## src/rtl/srtlb_pkg.sv

```systemverilog
package srtlb_pkg;
  typedef enum logic {
    ST_IDLE,
    ST_FETCH
  } walk_state_e;
endpackage

```

## src/rtl/srt_region.sv

```systemverilog
module srt_region #(
  parameter int unsigned ADDR_W           = 32,
  parameter int unsigned PAGE_BITS        = 12,
  parameter int unsigned SHADOW_BASE_PAGE = 32'h80240,
  parameter int unsigned SHADOW_PAGES     = 1024,
  localparam int unsigned VPN_W           = ADDR_W - PAGE_BITS,
  localparam int unsigned IDX_W           = (SHADOW_PAGES > 1) ? $clog2(SHADOW_PAGES) : 1
) (
  input  logic [ADDR_W-1:0] addr_i,
  output logic              in_region_o,
  output logic [VPN_W-1:0]  vpn_o,
  output logic [IDX_W-1:0]  idx_o
);
  localparam logic [VPN_W-1:0] BASE_VPN = VPN_W'(SHADOW_BASE_PAGE);
  localparam logic [VPN_W-1:0] RANGE    = VPN_W'(SHADOW_PAGES);

  logic [VPN_W-1:0] diff;

  assign vpn_o       = addr_i[ADDR_W-1:PAGE_BITS];
  assign diff        = vpn_o - BASE_VPN;
  assign in_region_o = (vpn_o >= BASE_VPN) && (diff < RANGE);
  assign idx_o       = diff[IDX_W-1:0];
endmodule

```

## src/rtl/srt_cam.sv

```systemverilog
module srt_cam #(
  parameter int unsigned ENTRIES = 8,
  parameter int unsigned TAG_W   = 20,
  parameter int unsigned PFN_W   = 20,
  localparam int unsigned PTR_W  = (ENTRIES > 1) ? $clog2(ENTRIES) : 1
) (
  input  logic               clk_i,
  input  logic               rst_ni,
  input  logic               flush_i,
  input  logic [TAG_W-1:0]   lk_tag_i,
  output logic               hit_o,
  output logic [PFN_W-1:0]   hit_pfn_o,
  output logic [ENTRIES-1:0] hit_vec_o,
  input  logic               fill_i,
  input  logic [TAG_W-1:0]   fill_tag_i,
  input  logic [PFN_W-1:0]   fill_pfn_i
);
  localparam logic [PTR_W-1:0] LAST = PTR_W'(ENTRIES - 1);

  logic [ENTRIES-1:0] valid_q;
  logic [TAG_W-1:0]   tag_q [ENTRIES];
  logic [PFN_W-1:0]   pfn_q [ENTRIES];
  logic [PTR_W-1:0]   ptr_q;

  always_ff @(posedge clk_i or negedge rst_ni) begin
    if (!rst_ni) begin
      valid_q <= '0;
      ptr_q   <= '0;
      for (int i = 0; i < ENTRIES; i++) begin
        tag_q[i] <= '0;
        pfn_q[i] <= '0;
      end
    end else begin
      if (fill_i) begin
        tag_q[ptr_q] <= fill_tag_i;
        pfn_q[ptr_q] <= fill_pfn_i;
        ptr_q        <= (ptr_q == LAST) ? '0 : ptr_q + 1'b1;
      end
      // flush beats a same-cycle fill
      if (flush_i)     valid_q        <= '0;
      else if (fill_i) valid_q[ptr_q] <= 1'b1;
    end
  end

  for (genvar g = 0; g < ENTRIES; g++) begin : g_cmp
    assign hit_vec_o[g] = valid_q[g] && (tag_q[g] == lk_tag_i);
  end

  always_comb begin
    hit_pfn_o = '0;
    for (int i = 0; i < ENTRIES; i++) begin
      if (hit_vec_o[i]) hit_pfn_o = hit_pfn_o | pfn_q[i];
    end
  end

  assign hit_o = |hit_vec_o;
endmodule

```

## src/rtl/srt_walker.sv

```systemverilog
module srt_walker
  import srtlb_pkg::*;
#(
  parameter int unsigned ADDR_W    = 32,
  parameter int unsigned PAGE_BITS = 12,
  parameter int unsigned IDX_W     = 10,
  localparam int unsigned VPN_W    = ADDR_W - PAGE_BITS
) (
  input  logic              clk_i,
  input  logic              rst_ni,
  input  logic              req_valid_i,
  input  logic [ADDR_W-1:0] req_addr_i,
  input  logic              in_region_i,
  input  logic [VPN_W-1:0]  vpn_i,
  input  logic [IDX_W-1:0]  idx_i,
  input  logic              hit_i,
  input  logic [VPN_W-1:0]  hit_pfn_i,
  input  logic [ADDR_W-1:0] table_base_i,
  input  logic              mem_rvalid_i,
  input  logic [VPN_W-1:0]  mem_rdata_i,
  output logic              req_ready_o,
  output logic              mem_req_o,
  output logic [ADDR_W-1:0] mem_addr_o,
  output logic              fill_o,
  output logic [VPN_W-1:0]  fill_tag_o,
  output logic [VPN_W-1:0]  fill_pfn_o,
  output logic              rsp_valid_o,
  output logic [ADDR_W-1:0] rsp_addr_o
);
  walk_state_e          state_q;
  logic [VPN_W-1:0]     pend_vpn_q;
  logic [PAGE_BITS-1:0] pend_off_q;
  logic [ADDR_W-1:0]    mem_addr_q;
  logic                 rsp_valid_q;
  logic [ADDR_W-1:0]    rsp_addr_q;
  logic                 fire;
  logic [ADDR_W-1:0]    entry_ofs;

  assign req_ready_o = (state_q == ST_IDLE);
  assign mem_req_o   = (state_q == ST_FETCH);
  assign mem_addr_o  = mem_addr_q;
  assign fire        = req_valid_i && req_ready_o;
  assign entry_ofs   = {{(ADDR_W-IDX_W-2){1'b0}}, idx_i, 2'b00};
  assign fill_o      = mem_req_o && mem_rvalid_i;
  assign fill_tag_o  = pend_vpn_q;
  assign fill_pfn_o  = mem_rdata_i;
  assign rsp_valid_o = rsp_valid_q;
  assign rsp_addr_o  = rsp_addr_q;

  always_ff @(posedge clk_i or negedge rst_ni) begin
    if (!rst_ni) begin
      state_q     <= ST_IDLE;
      pend_vpn_q  <= '0;
      pend_off_q  <= '0;
      mem_addr_q  <= '0;
      rsp_valid_q <= 1'b0;
      rsp_addr_q  <= '0;
    end else begin
      rsp_valid_q <= 1'b0;
      unique case (state_q)
        ST_IDLE: begin
          if (fire) begin
            if (!in_region_i) begin
              rsp_valid_q <= 1'b1;
              rsp_addr_q  <= req_addr_i;
            end else if (hit_i) begin
              rsp_valid_q <= 1'b1;
              rsp_addr_q  <= {hit_pfn_i, req_addr_i[PAGE_BITS-1:0]};
            end else begin
              state_q    <= ST_FETCH;
              pend_vpn_q <= vpn_i;
              pend_off_q <= req_addr_i[PAGE_BITS-1:0];
              mem_addr_q <= table_base_i + entry_ofs;
            end
          end
        end
        ST_FETCH: begin
          if (mem_rvalid_i) begin
            state_q     <= ST_IDLE;
            rsp_valid_q <= 1'b1;
            rsp_addr_q  <= {mem_rdata_i, pend_off_q};
          end
        end
        default: state_q <= ST_IDLE;
      endcase
    end
  end
endmodule

```

## src/rtl/shadow_remap_tlb.sv

```systemverilog
module shadow_remap_tlb #(
  parameter int unsigned ADDR_W           = 32,
  parameter int unsigned PAGE_BITS        = 12,
  parameter int unsigned ENTRIES          = 8,
  parameter int unsigned SHADOW_BASE_PAGE = 32'h80240,
  parameter int unsigned SHADOW_PAGES     = 1024,
  localparam int unsigned VPN_W           = ADDR_W - PAGE_BITS,
  localparam int unsigned IDX_W           = (SHADOW_PAGES > 1) ? $clog2(SHADOW_PAGES) : 1
) (
  input  logic              clk_i,
  input  logic              rst_ni,
  input  logic              flush_i,
  input  logic              cfg_we_i,
  input  logic [ADDR_W-1:0] cfg_base_i,
  input  logic              req_valid_i,
  input  logic [ADDR_W-1:0] req_addr_i,
  output logic              req_ready_o,
  output logic              rsp_valid_o,
  output logic [ADDR_W-1:0] rsp_addr_o,
  output logic              mem_req_o,
  output logic [ADDR_W-1:0] mem_addr_o,
  input  logic              mem_rvalid_i,
  input  logic [VPN_W-1:0]  mem_rdata_i
);
  logic [ADDR_W-1:0]  table_base_q;
  logic               in_region;
  logic [VPN_W-1:0]   vpn;
  logic [IDX_W-1:0]   idx;
  logic               hit;
  logic [VPN_W-1:0]   hit_pfn;
  logic [ENTRIES-1:0] hit_vec;
  logic               fill;
  logic [VPN_W-1:0]   fill_tag;
  logic [VPN_W-1:0]   fill_pfn;

  always_ff @(posedge clk_i or negedge rst_ni) begin
    if (!rst_ni)       table_base_q <= '0;
    else if (cfg_we_i) table_base_q <= cfg_base_i;
  end

  srt_region #(
    .ADDR_W(ADDR_W), .PAGE_BITS(PAGE_BITS),
    .SHADOW_BASE_PAGE(SHADOW_BASE_PAGE), .SHADOW_PAGES(SHADOW_PAGES)
  ) u_region (
    .addr_i(req_addr_i), .in_region_o(in_region), .vpn_o(vpn), .idx_o(idx)
  );

  srt_cam #(
    .ENTRIES(ENTRIES), .TAG_W(VPN_W), .PFN_W(VPN_W)
  ) u_cam (
    .clk_i(clk_i), .rst_ni(rst_ni), .flush_i(flush_i | cfg_we_i),
    .lk_tag_i(vpn), .hit_o(hit), .hit_pfn_o(hit_pfn), .hit_vec_o(hit_vec),
    .fill_i(fill), .fill_tag_i(fill_tag), .fill_pfn_i(fill_pfn)
  );

  srt_walker #(
    .ADDR_W(ADDR_W), .PAGE_BITS(PAGE_BITS), .IDX_W(IDX_W)
  ) u_walker (
    .clk_i(clk_i), .rst_ni(rst_ni),
    .req_valid_i(req_valid_i), .req_addr_i(req_addr_i),
    .in_region_i(in_region), .vpn_i(vpn), .idx_i(idx),
    .hit_i(hit), .hit_pfn_i(hit_pfn), .table_base_i(table_base_q),
    .mem_rvalid_i(mem_rvalid_i), .mem_rdata_i(mem_rdata_i),
    .req_ready_o(req_ready_o), .mem_req_o(mem_req_o), .mem_addr_o(mem_addr_o),
    .fill_o(fill), .fill_tag_o(fill_tag), .fill_pfn_o(fill_pfn),
    .rsp_valid_o(rsp_valid_o), .rsp_addr_o(rsp_addr_o)
  );
endmodule

```

## config.mk

```make
export PLATFORM = sky130hd
export DESIGN_NAME = shadow_remap_tlb
export DESIGN_NICKNAME = d
export VERILOG_FILES = /design/src/rtl/srtlb_pkg.sv /design/src/rtl/srt_region.sv /design/src/rtl/srt_cam.sv /design/src/rtl/srt_walker.sv /design/src/rtl/shadow_remap_tlb.sv
export SDC_FILE = /design/constraint.sdc
export NUM_CORES = 1
export LEC_CHECK = 0
export CAP_MARGIN = 10
export CORE_MARGIN = 4
export CORE_UTILIZATION = 47
export CTS_CLUSTER_DIAMETER = 80
export DETAILED_ROUTE_END_ITERATION = 6
export DONT_BUFFER_PORTS = 1
export PLACE_DENSITY = 0.7
export SETUP_SLACK_MARGIN = 0.05
export SLEW_MARGIN = 0
export SYNTH_ARGS = -nofsm -noshare
export SYNTH_HDL_FRONTEND = slang
export SYNTH_SLANG_ARGS = --single-unit
```

## constraint.sdc

```tcl
create_clock -name clk_i -period 2.4 [get_ports clk_i]
set_input_delay 0.48 -clock clk_i [delete_from_list [all_inputs] [get_ports clk_i]]
set_output_delay 0.48 -clock clk_i [all_outputs]
set_load 0.01 [all_outputs]
```

==> results of run 1 <==
## cell usage in the layout (no fill, tap or decap), types with 20 or more instances in the layout
cell,Yosys,routed
dfrtp_1,461,460
mux2_2,408,379
xor2_1,161,147
nand4_1,146,146
buf_4,9,108
mux2_4,0,69
o22ai_1,61,59
clkbuf_16,0,54
dlygate4sd3_1,0,47
nand2_1,45,45
nor4_1,39,24
o21ai_0,25,23
nor2_1,24,21
xnor2_1,25,20
o32ai_1,20,20
## power by group
part	total, uW	internal [uW]	switching (uW)
sequential	8140	7950	197
combinational	1000	527	474
clock	7770	4550	3210
total	16900	13000	3880
## final cells by class
type / instances / area, um2
inverter: 19 / 73.82
clock buffer: 73 / 1469
fill: 3799 / 20360
sequential: 461 / 11540
multi-input combinational: 1171 / 10740
timing repair buffer: 175 / 1650
tap: 607 / 759.5
clock inverter: 14 / 170.2
## what timing repair did
action,in CTS,in global routing
hold buffers,44,3
setup buffers,5,2
endpoints found under the setup margin,98,98
cloned,0,3
pin swaps,0,4
hold endpoints to repair,565,464
resized for setup,49,29
## kinds of logic (layout without fill, tap and decap cells)
group / after synthesis / after routing
DFF: 461 / 461
and+or+nand+nor: 335 / 335
buffers and inverters: 161 / 281
xor gates and xnor gates: 186 / 186
adders and majority gates: 14 / 14
muxes: 458 / 458
AOI/OAI and AO/OA: 178 / 178
## worst paths after layout
| check | from | endpoint | slack [ns] | cells past startpoint |
|---|---|---|---|---|
| min | rst_ni | u_walker.pend_off_q[10] | -0.43 | 0 |
| min reg2reg | u_cam.pfn_q[121] | u_cam.pfn_q[121] | 0.51 | 1 |
| max in group asynchronous | rst_ni | u_walker.mem_req_o | 1.94 | 0 |
| min in group clk_i | mem_rdata_i[19] | u_cam.pfn_q[59] | 0.02 | 1 |
| max reg2reg | u_cam.tag_q[22] | u_walker.rsp_addr_o[1] | -0.27 | 8 |
| max | u_cam.tag_q[22] | u_walker.rsp_addr_o[1] | -0.27 | 8 |
## flip-flops by register name, summed over array words and instances (netlist names)
name / cells
u_cam.pfn_q: 160
u_walker.pend_off_q: 12
u_walker.rsp_valid_o: 1
u_walker.mem_addr_o: 32
u_walker.mem_req_o: 1
u_cam.valid_q: 8
u_walker.fill_tag_o: 20
u_walker.rsp_addr_o: 32
table_base_q: 32
u_cam.ptr_q: 3
u_cam.tag_q: 160
## per-layer routing
metal  share of wire  wire length, um  vias up  GRT usage
li1                -                -     6740          -
met1            0.39            26760     8158     0.3366
met2            0.47            32330      846     0.4193
met3           0.094             6482      216    0.07747
met4           0.049             3367        2     0.1273
met5         0.00019               13        -          0
## worst max-delay path, delay by kind of cell (launching register included)
family,cells,cell delay [ns]
XOR/XNOR,1,0.21
AO/OA/AOI/OAI,2,0.49
flip-flops,1,0.41
AND/OR/NAND/NOR,3,0.82
multiplexers,1,0.36
buffers and inverters,1,0.23
## synthesized netlist by cell type (4+ instances only)
cell	number
o211ai_1	7
nand4_1	146
o41ai_1	12
and2_1	15
a21oi_1	10
buf_6	9
nand3_1	11
inv_1	19
nor4_1	39
nand2b_1	4
or3_1	5
xor2_1	161
o32ai_1	20
a31oi_1	14
buf_2	15
mux2i_1	10
o22ai_1	61
xnor2_1	25
a21boi_0	6
and3_1	6
clkbuf_1	103
o21ai_0	25
ha_1	13
buf_4	9
mux2_2	408
nor3_1	18
buf_1	6
mux2_1	40
o21a_1	7
nor2b_1	13
nor2_1	24
dfrtp_1	461
nand2_1	45
## metrics by stage
step	total power [uW]	TNS, ns	area, um2
6_report	16910	-20.79	26400
5_1_grt	17470	-27.61	26400
4_1_cts	17030	-18.65	26160
3_5_place_dp	9135	-75.63	23800
3_3_place_gp	9101	-77.12	23800
2_1_floorplan	8907	-21.73	22640
==> results_dict.tcl, run 1 <==
set metrics [dict create \
    finalSetupViolations 96 \
    htree_levels 2 \
    synth.area.top_cells "dfrtp_1 (52%), mux2_2 (21%), xor2_1 (6.3%)" \
    synth_edf_count 0 \
    setup_slack_ns -0.2654 \
    p_leak_uw 0.01209 \
    cap_viol_max_count 0 \
    grt_pass1_wl_um 103200 \
    syn_inst 1793 \
    power.density_nw_per_um2 640.6 \
    core_area_um2 46750 \
    drive_gt1_frac 0.3753 \
    slew-limit-headroom 0.2940 \
    dr.pass1.iters 7 \
    cp_cell_sequence "xor2_2, nor4_4, nand4_1, o22ai_2, or4_4, o31ai_4, buf_12, mux2_2" \
    clk_latency_ns 0.61 \
    antenna_cells 0 \
    async_reset_ff_frac 1.000 \
    synth_simple_gate_area_frac 0.08534 \
    wl_um 68950 \
    die-area_um2 51090 \
    antenna_found_initial 1 \
    cts_root_buf "clkbuf_16" \
    viasPerCell 6.334 \
    ys_ff_latch 461 \
    synth_area_leader_cell "dfrtp_1" \
    finalHoldViolations 461 \
    ant_nets 0 \
    fmax_mhz 375.2 \
    grt_use_total 0.2651 \
    finalClockSkew_ns 0.02016 \
    place_ws_ns -0.8511 \
    final_util 0.5646 \
    place_inst 2379 \
    final_nets 1982 \
    post-dp-hpwl_um 41630 \
    period_minus_slack_ns 2.665 \
    dr_total_vias 15962 \
    crit_path_max_fanout 22 \
    cts.reportedPaths.clkPinSlew_ns 0.06 \
    cts.sink_count 461 \
    num_io_pins 157 \
    layout.cells.non_filler 2520 \
    gp_congestion 0.9166 \
    rows 79 \
    drc 1 \
    initial_utilization 0.4779 \
    area_delta_synth_final_pct 18.14 \
    ys_seq_area_frac 0.5163 \
    synth-xor-area-share 0.07291 \
    cts-buffers-inserted 50 \
    cts_tree "yes" \
    start_kind "flip-flop" \
    slowest_delay_ns 0.53 \
    numPortBuffers 0 \
    yosysUniqueCellTypes 53 \
    syn_avg_cell_area_um2 12.46 \
    synthFlopType "dfrtp_1" \
    critPathArrivalTime_ns 3.15 \
    cp-end-kind "flip-flop" \
    grt_max_degree 462 \
    worstSetupPathType "flip-flop to flip-flop" \
    synth-adder-area-share 0.008176 \
    synth_top_area_share 0.5163 \
    cts_buffer_depth 3 \
    critPathRequiredTime_ns 2.88 \
    grt_pass1_vias 16791 \
    tightest_slew_ns 1.059 \
    synth_compound_area_frac 0.05460 \
    outcome "complete, but fails checks" \
    violations "DRC, hold timing, setup timing" \
    synth_top_family_by_area "multiplexers" \
    rsz0062_at_grt "yes" \
    die-height_um 226.0 \
    syn_area_um2 22340 \
    avgRoutedWirePerCell_um 27.36 \
    die_w_um 226.0 \
    timing.hold.ws_ns -0.4259 \
    syn-num-nets 1897 \
    yosys_warnings 0 \
    period_share 1.111 \
    maxSlewViolCount 0 \
    slowest_stage "or4_4" \
    peakVddDrop_mv 0.5024 \
    muxShareOfSynthArea 0.2303 \
    holdCritPathClass "input port to async pin" \
    overflow 0 \
    drt_iter0_markers 1701 \
]
Note: power is estimated with default switching activity, not from simulation.
==> run 2: changes to the inputs <==
ABC_AREA = 1   (was not set)
==> run 2 against run 1 <==
- sequential power is 1% higher
- register-to-register slack gained 0.41 ns
- power is 7.4% higher
- combinational power is 35% higher
- non-clock buffer count rose by 18
- via count rose by 34%
- synthesized area increased by 2.9%
- utilization down 0.31 points
- the flow finishes with violations (DRC, hold timing, slew limit)
- cell area rose by 2.2%
==> results_dict.tcl, run 2 <==
set metrics [dict create \
    outcome "complete, but fails checks" \
    violations "DRC, hold timing, slew limit" \
    grt-busiest-layer "met2" \
    cts_root_buf "clkbuf_16" \
    finalHoldViolations 461 \
    rsz0062_at_grt "yes" \
    synth_edf_count 0 \
    tightest_slew_ns 1.735 \
    finalSetupViolations 0 \
    grt_pass1_wl_um 126700 \
    drt_iter0_markers 2623 \
    peakVddDrop_mv 0.5599 \
    final_cell_mix "nand2_1 (1091), dfrtp_1 (460), o21ai_0 (392), inv_1 (224), nand4_1 (162)" \
    cp-end-kind "flip-flop" \
    cts.reportedPaths.clkPinSlew_ns 0.06 \
    ys_ff_latch 461 \
    yosysUniqueCellTypes 39 \
    syn_area_um2 23000 \
    cts_tree "yes" \
    initial_utilization 0.4786 \
    period_minus_slack_ns 2.255 \
    grt_max_degree 462 \
    cts_buffer_depth 3 \
    period_share 0.9397 \
    p_leak_uw 0.01314 \
    fmax_mhz 443.4 \
    core_area_um2 48050 \
    numPortBuffers 0 \
    use_met3 0.08735 \
    critPathRequiredTime_ns 2.92 \
    synth_area_leader_cell "dfrtp_1" \
    maxSlewViolCount 239 \
    dr.pass1.iters 7 \
    finalClockSkew_ns 0.01471 \
    timing.hold.ws_ns -0.4270 \
    yosys_warnings 0 \
    synthFlopType "dfrtp_1" \
    syn-num-nets 3100 \
    start_kind "flip-flop" \
    htree_levels 2 \
    cap_viol_max_count 0 \
    final_area_um2 26980 \
    grt_pass1_vias 20678 \
    cts_hold_buf 36 \
    critPathArrivalTime_ns 2.78 \
    met1_usage 0.4205 \
    avgRoutedWirePerCell_um 21.99 \
    layout.cells.non_filler 3721 \
    die_w_um 229.2 \
    slew-limit-headroom -0.1565 \
    gp_congestion 0.9916 \
    wl_um 81840 \
    synth.most_common_cell "nand2_1" \
    drc 6 \
    overflow 0 \
    mostFrequentLayoutCell "nand2_1" \
    cts-buffers-inserted 50 \
    synth.area.top_cells "dfrtp_1 (50%), nand2_1 (18%), o21ai_0 (8.7%)" \
    num_io_pins 157 \
    ant_nets 0 \
    syn_inst 2995 \
    dpl_cell_area_um2 24640 \
    reg.largest.list "u_cam.pfn_q: 160 flops, u_cam.tag_q: 160 flops" \
    holdCritPathClass "input port to async pin" \
    syn_avg_cell_area_um2 7.678 \
    area_delta_synth_final_pct 17.32 \
    place_inst 3590 \
    fill_cells 4316 \
    power.density_nw_per_um2 673.4 \
    grt_use_total 0.3087 \
    die-height_um 229.2 \
    clk_latency_ns 0.60 \
    worstSetupPathType "flip-flop to flip-flop" \
    async_reset_ff_frac 1.000 \
    ys_seq_area_frac 0.5017 \
    synth_commonest_cells "nand2_1 (1100), dfrtp_1 (461), o21ai_0 (398)" \
    rows 80 \
    crit_path_max_fanout 21 \
    viasPerCell 5.742 \
    dr_total_vias 21366 \
    antenna_found_initial 5 \
    post-dp-hpwl_um 53830 \
    die-area_um2 52530 \
    synth_top_area_share 0.5017 \
    final_nets 3169 \
    cts.sink_count 461 \
    drive_gt1_frac 0.1159 \
    gr-usage-met2 0.4744 \
]
==> run 2: final cells by class <==
type                    count  area [um2]  share of cell area
inverters                 240       905.9             0.03358
flip-flops and latches    461       11540              0.4276
clock inverters            23       376.6             0.01396
repair buffers            193        2006             0.07434
diodes                      1       2.502          0.00009276
clock buffers              70        1458             0.05403
well taps                 615       769.5             0.02852
multi-input cells        2118        9923              0.3678
==> run 2: through the flow <==
step,hold slack (ns),TNS (ns),utilization,setup WS (ns),power [uW]
after floorplan,0.1844,0,-,0.02772,9161
after global placement,0.2232,-26.34,0.5128,-0.4026,9594
after detailed placement,0.2170,-22.99,0.5128,-0.3690,9624
after CTS,-0.4208,0,0.5590,0.07815,18210
after global routing,-0.4336,0,0.5615,0.03413,18740
final,-0.4270,0,0.5615,0.1447,18170
==> run 2: layer usage <==
metal / routed length (um) / share of wire
met1: 33050 / 0.40
met2: 36280 / 0.44
met3: 9385 / 0.11
met4: 3076 / 0.038
met5: 41 / 0.00050
==> run 2: power by group <==
group	internal, uW	switching [uW]	total (uW)
Combinational	535	812	1350
Clock	5230	3340	8570
Sequential	8010	239	8250
Total	13800	4390	18200
==> run 2: path summary, 6_finish.rpt <==
check | from | slack, ns | cells past startpoint | end
hold reg to reg | u_cam.pfn_q[47] | 0.48 | 2 | u_cam.pfn_q[47]
max in group asynchronous | rst_ni | 1.43 | 0 | u_cam.valid_q[2]
setup reg to reg | u_cam.tag_q[108] | 0.14 | 15 | u_walker.mem_addr_o[21]
min in group clk_i | req_addr_i[18] | 0.02 | 2 | u_walker.fill_tag_o[6]
hold / removal | rst_ni | -0.43 | 0 | u_walker.fill_tag_o[11]
setup / recovery | u_cam.tag_q[108] | 0.14 | 15 | u_walker.mem_addr_o[21]
==> run 2: what timing repair did <==
item | 4_1_cts | 5_1_grt
cloned | 0 | 0
pin swaps | 1 | 1
endpoints found under the hold margin | 501 | 461
setup buffers | 1 | 0
setup endpoints to repair | 96 | 89
gates resized for setup | 3 | 39
==> run 2: kinds of logic after synthesis <==
family | Yosys count | share of synthesized area
flops | 461 | 0.5017
fa+ha+maj | 15 | 0.008488
xor+xnor | 38 | 0.01447
simple gates | 1566 | 0.2834
compound gates | 488 | 0.1131
buf+inv | 416 | 0.07356
mux | 11 | 0.005387
==> run 2: critical path, cell delays in order (launching register included) <==
cell and delay (ns):
dfrtp_1 0.40, inv_1 0.06, nand2_1 0.05, nand2_1 0.19, nand3_1 0.18, nor2_4 0.23, nand3_1 0.10, nand2_1 0.09
nor2_1 0.06, nand2_2 0.11, nor3_4 0.05, buf_12 0.15, inv_4 0.13, buf_12 0.19, nand2_1 0.10, o21ai_2 0.07
==> run 3: changes to the inputs <==
ABC_AREA = not set   (was 1)
SKIP_LAST_GASP = 1   (was not set)
==> run 3 against run 2 <==
- the flow finishes with violations (hold timing, setup timing)
- register-to-register slack got worse by 0.41 ns
- first-iteration DRC count decreased by 37%
- setup slack got worse by 0.41 ns
- count of clock-buffer cells in the layout increased by 3
- via count decreased by 25%
- critical endpoint is now u_walker.rsp_addr_o[10]
==> results_dict.tcl, run 3 (synthesis gave the netlist of run 1 again) <==
set metrics [dict create \
    start_kind "flip-flop" \
    peakVddDrop_mv 0.5012 \
    maxSlewViolCount 0 \
    dr_total_vias 15970 \
    htree_levels 2 \
    core_area_um2 46750 \
    grt_pass1_wl_um 103100 \
    slew-limit-headroom 0.1507 \
    period_minus_slack_ns 2.662 \
    initial_utilization 0.4779 \
    cts-buffers-inserted 50 \
    critPathArrivalTime_ns 3.14 \
    setup_slack_ns -0.2618 \
    numPortBuffers 0 \
    final_cell_mix "dfrtp_1 (460), mux2_2 (402), xor2_1 (147), nand4_1 (146), buf_4 (110)" \
    area_delta_synth_final_pct 17.49 \
    gp_congestion 0.9166 \
    finalClockSkew_ns 0.02120 \
    holdCritPathClass "input port to async pin" \
    die-height_um 226.0 \
    drt_iter0_markers 1658 \
    grt_use_total 0.2648 \
    ant_nets 0 \
    wl_um 68670 \
    finalSetupViolations 94 \
    cap_viol_max_count 0 \
    total_power_uw 16890 \
    dr.pass1.iters 7 \
    cts_tree "yes" \
    outcome "complete, but fails checks" \
    viasPerCell 6.340 \
    final_nets 1981 \
    post-dp-hpwl_um 41630 \
    r2r_start "u_cam.tag_q[78]" \
    die-area_um2 51090 \
    avgRoutedWirePerCell_um 27.26 \
    grt_max_degree 462 \
    cts.reportedPaths.clkPinSlew_ns 0.06 \
    cp-end-kind "flip-flop" \
    overflow 0 \
    die_w_um 226.0 \
    tightest_slew_ns 1.274 \
    cts_root_buf "clkbuf_16" \
    reg.largest.list "u_cam.pfn_q: 160 flops, u_cam.tag_q: 160 flops" \
    ff2ff_path_depth 9 \
    antenna_found_initial 1 \
    crit_path_max_fanout 22 \
    rows 79 \
    rsz0062_at_grt "yes" \
    timing.hold.ws_ns -0.4175 \
    clk_latency_ns 0.61 \
    power.density_nw_per_um2 643.4 \
    r2r_slack_ns -0.26 \
    worstSetupPathType "flip-flop to flip-flop" \
    mostFrequentLayoutCell "dfrtp_1" \
    cts_buffer_depth 3 \
    reg2reg_to "u_walker.rsp_addr_o[10]" \
    num_io_pins 157 \
    critPathRequiredTime_ns 2.88 \
    p_leak_uw 0.01201 \
    finalHoldViolations 461 \
    antenna_cells 0 \
    drc 0 \
    cts.sink_count 461 \
    fmax_mhz 375.7 \
    violations "hold timing, setup timing" \
    grt_pass1_vias 16759 \
    period_share 1.109 \
    drive_gt1_frac 0.3719 \
]
[run 3: report_power, final]
group / leakage, uW / switching, uW / internal [uW]
logic: 0.00494 / 469 / 507
registers: 0.00626 / 195 / 7950
clock network: 0.000809 / 3220 / 4550
[run 3: metal layers]
layer | up-vias | GRT usage | wire [um] | share of wire
met1 | 8191 | 0.3359 | 26740 | 0.39
met4 | 2 | 0.1255 | 3380 | 0.049
li1 | 6740 | - | - | -
met3 | 216 | 0.07760 | 6343 | 0.092
met2 | 821 | 0.4199 | 32200 | 0.47
met5 | - | 0 | 13 | 0.00019
[run 3: layout make-up]
type,instances,area (um2)
Clock buffer,73,1469
Clock inverter,14,170.2
Fill cell,3819,20500
Inverter,19,73.82
Multi-Input combinational cell,1171,10630
Sequential cell,461,11540
Tap cell,607,759.5
Timing Repair Buffer,174,1614
[run 3: repair_timing]
| item | in CTS | in global routing |
|---|---|---|
| setup endpoints to repair | 98 | 98 |
| setup buffers | 5 | 2 |
| hold buffers | 44 | 3 |
| gates resized for setup | 28 | 17 |
| cloned | 0 | 2 |
| endpoints found under the hold margin | 565 | 464 |
| pin swaps | 0 | 3 |
[run 3: worst max-delay path, stage by stage, from the launching register on]
cell,delay [ns]
dfrtp_1,0.40
xor2_2,0.21
nor4_4,0.10
nand4_1,0.10
buf_4,0.12
o22ai_2,0.08
or4_4,0.56
o31ai_4,0.35
buf_12,0.23
mux2_2,0.36
[run 3: worst max path at each step]
| stage | start | to | cells past startpoint |
|---|---|---|---|
| 2_1_floorplan | req_addr_i[19] | u_walker.rsp_addr_o[10] | 10 |
| 3_3_place_gp | req_addr_i[13] | u_walker.mem_addr_o[2] | 9 |
| 3_5_place_dp | req_addr_i[13] | u_walker.mem_addr_o[25] | 9 |
| 4_1_cts | u_cam.tag_q[23] | u_walker.fill_tag_o[3] | 9 |
| 5_1_grt | u_cam.tag_q[78] | u_walker.fill_tag_o[3] | 10 |
| 6_report | u_cam.tag_q[78] | u_walker.rsp_addr_o[10] | 9 |
[run 3: stage by stage]
| stage | cells | cell area, um2 | setup slack (ns) | TNS [ns] | utilization |
|---|---|---|---|---|---|
| global route | 2519 | 26250 | -0.3382 | -26.64 | 0.5615 |
| CTS | 2514 | 26090 | -0.2445 | -18.88 | 0.5580 |
| detailed placement | 2379 | 23800 | -0.8511 | -75.63 | 0.5091 |
| global placement | 2379 | 23800 | -0.8641 | -77.12 | 0.5091 |
| floorplan | 1793 | 22640 | -0.2851 | -21.73 | - |
| finish | 2519 | 26250 | -0.2618 | -19.49 | 0.5615 |
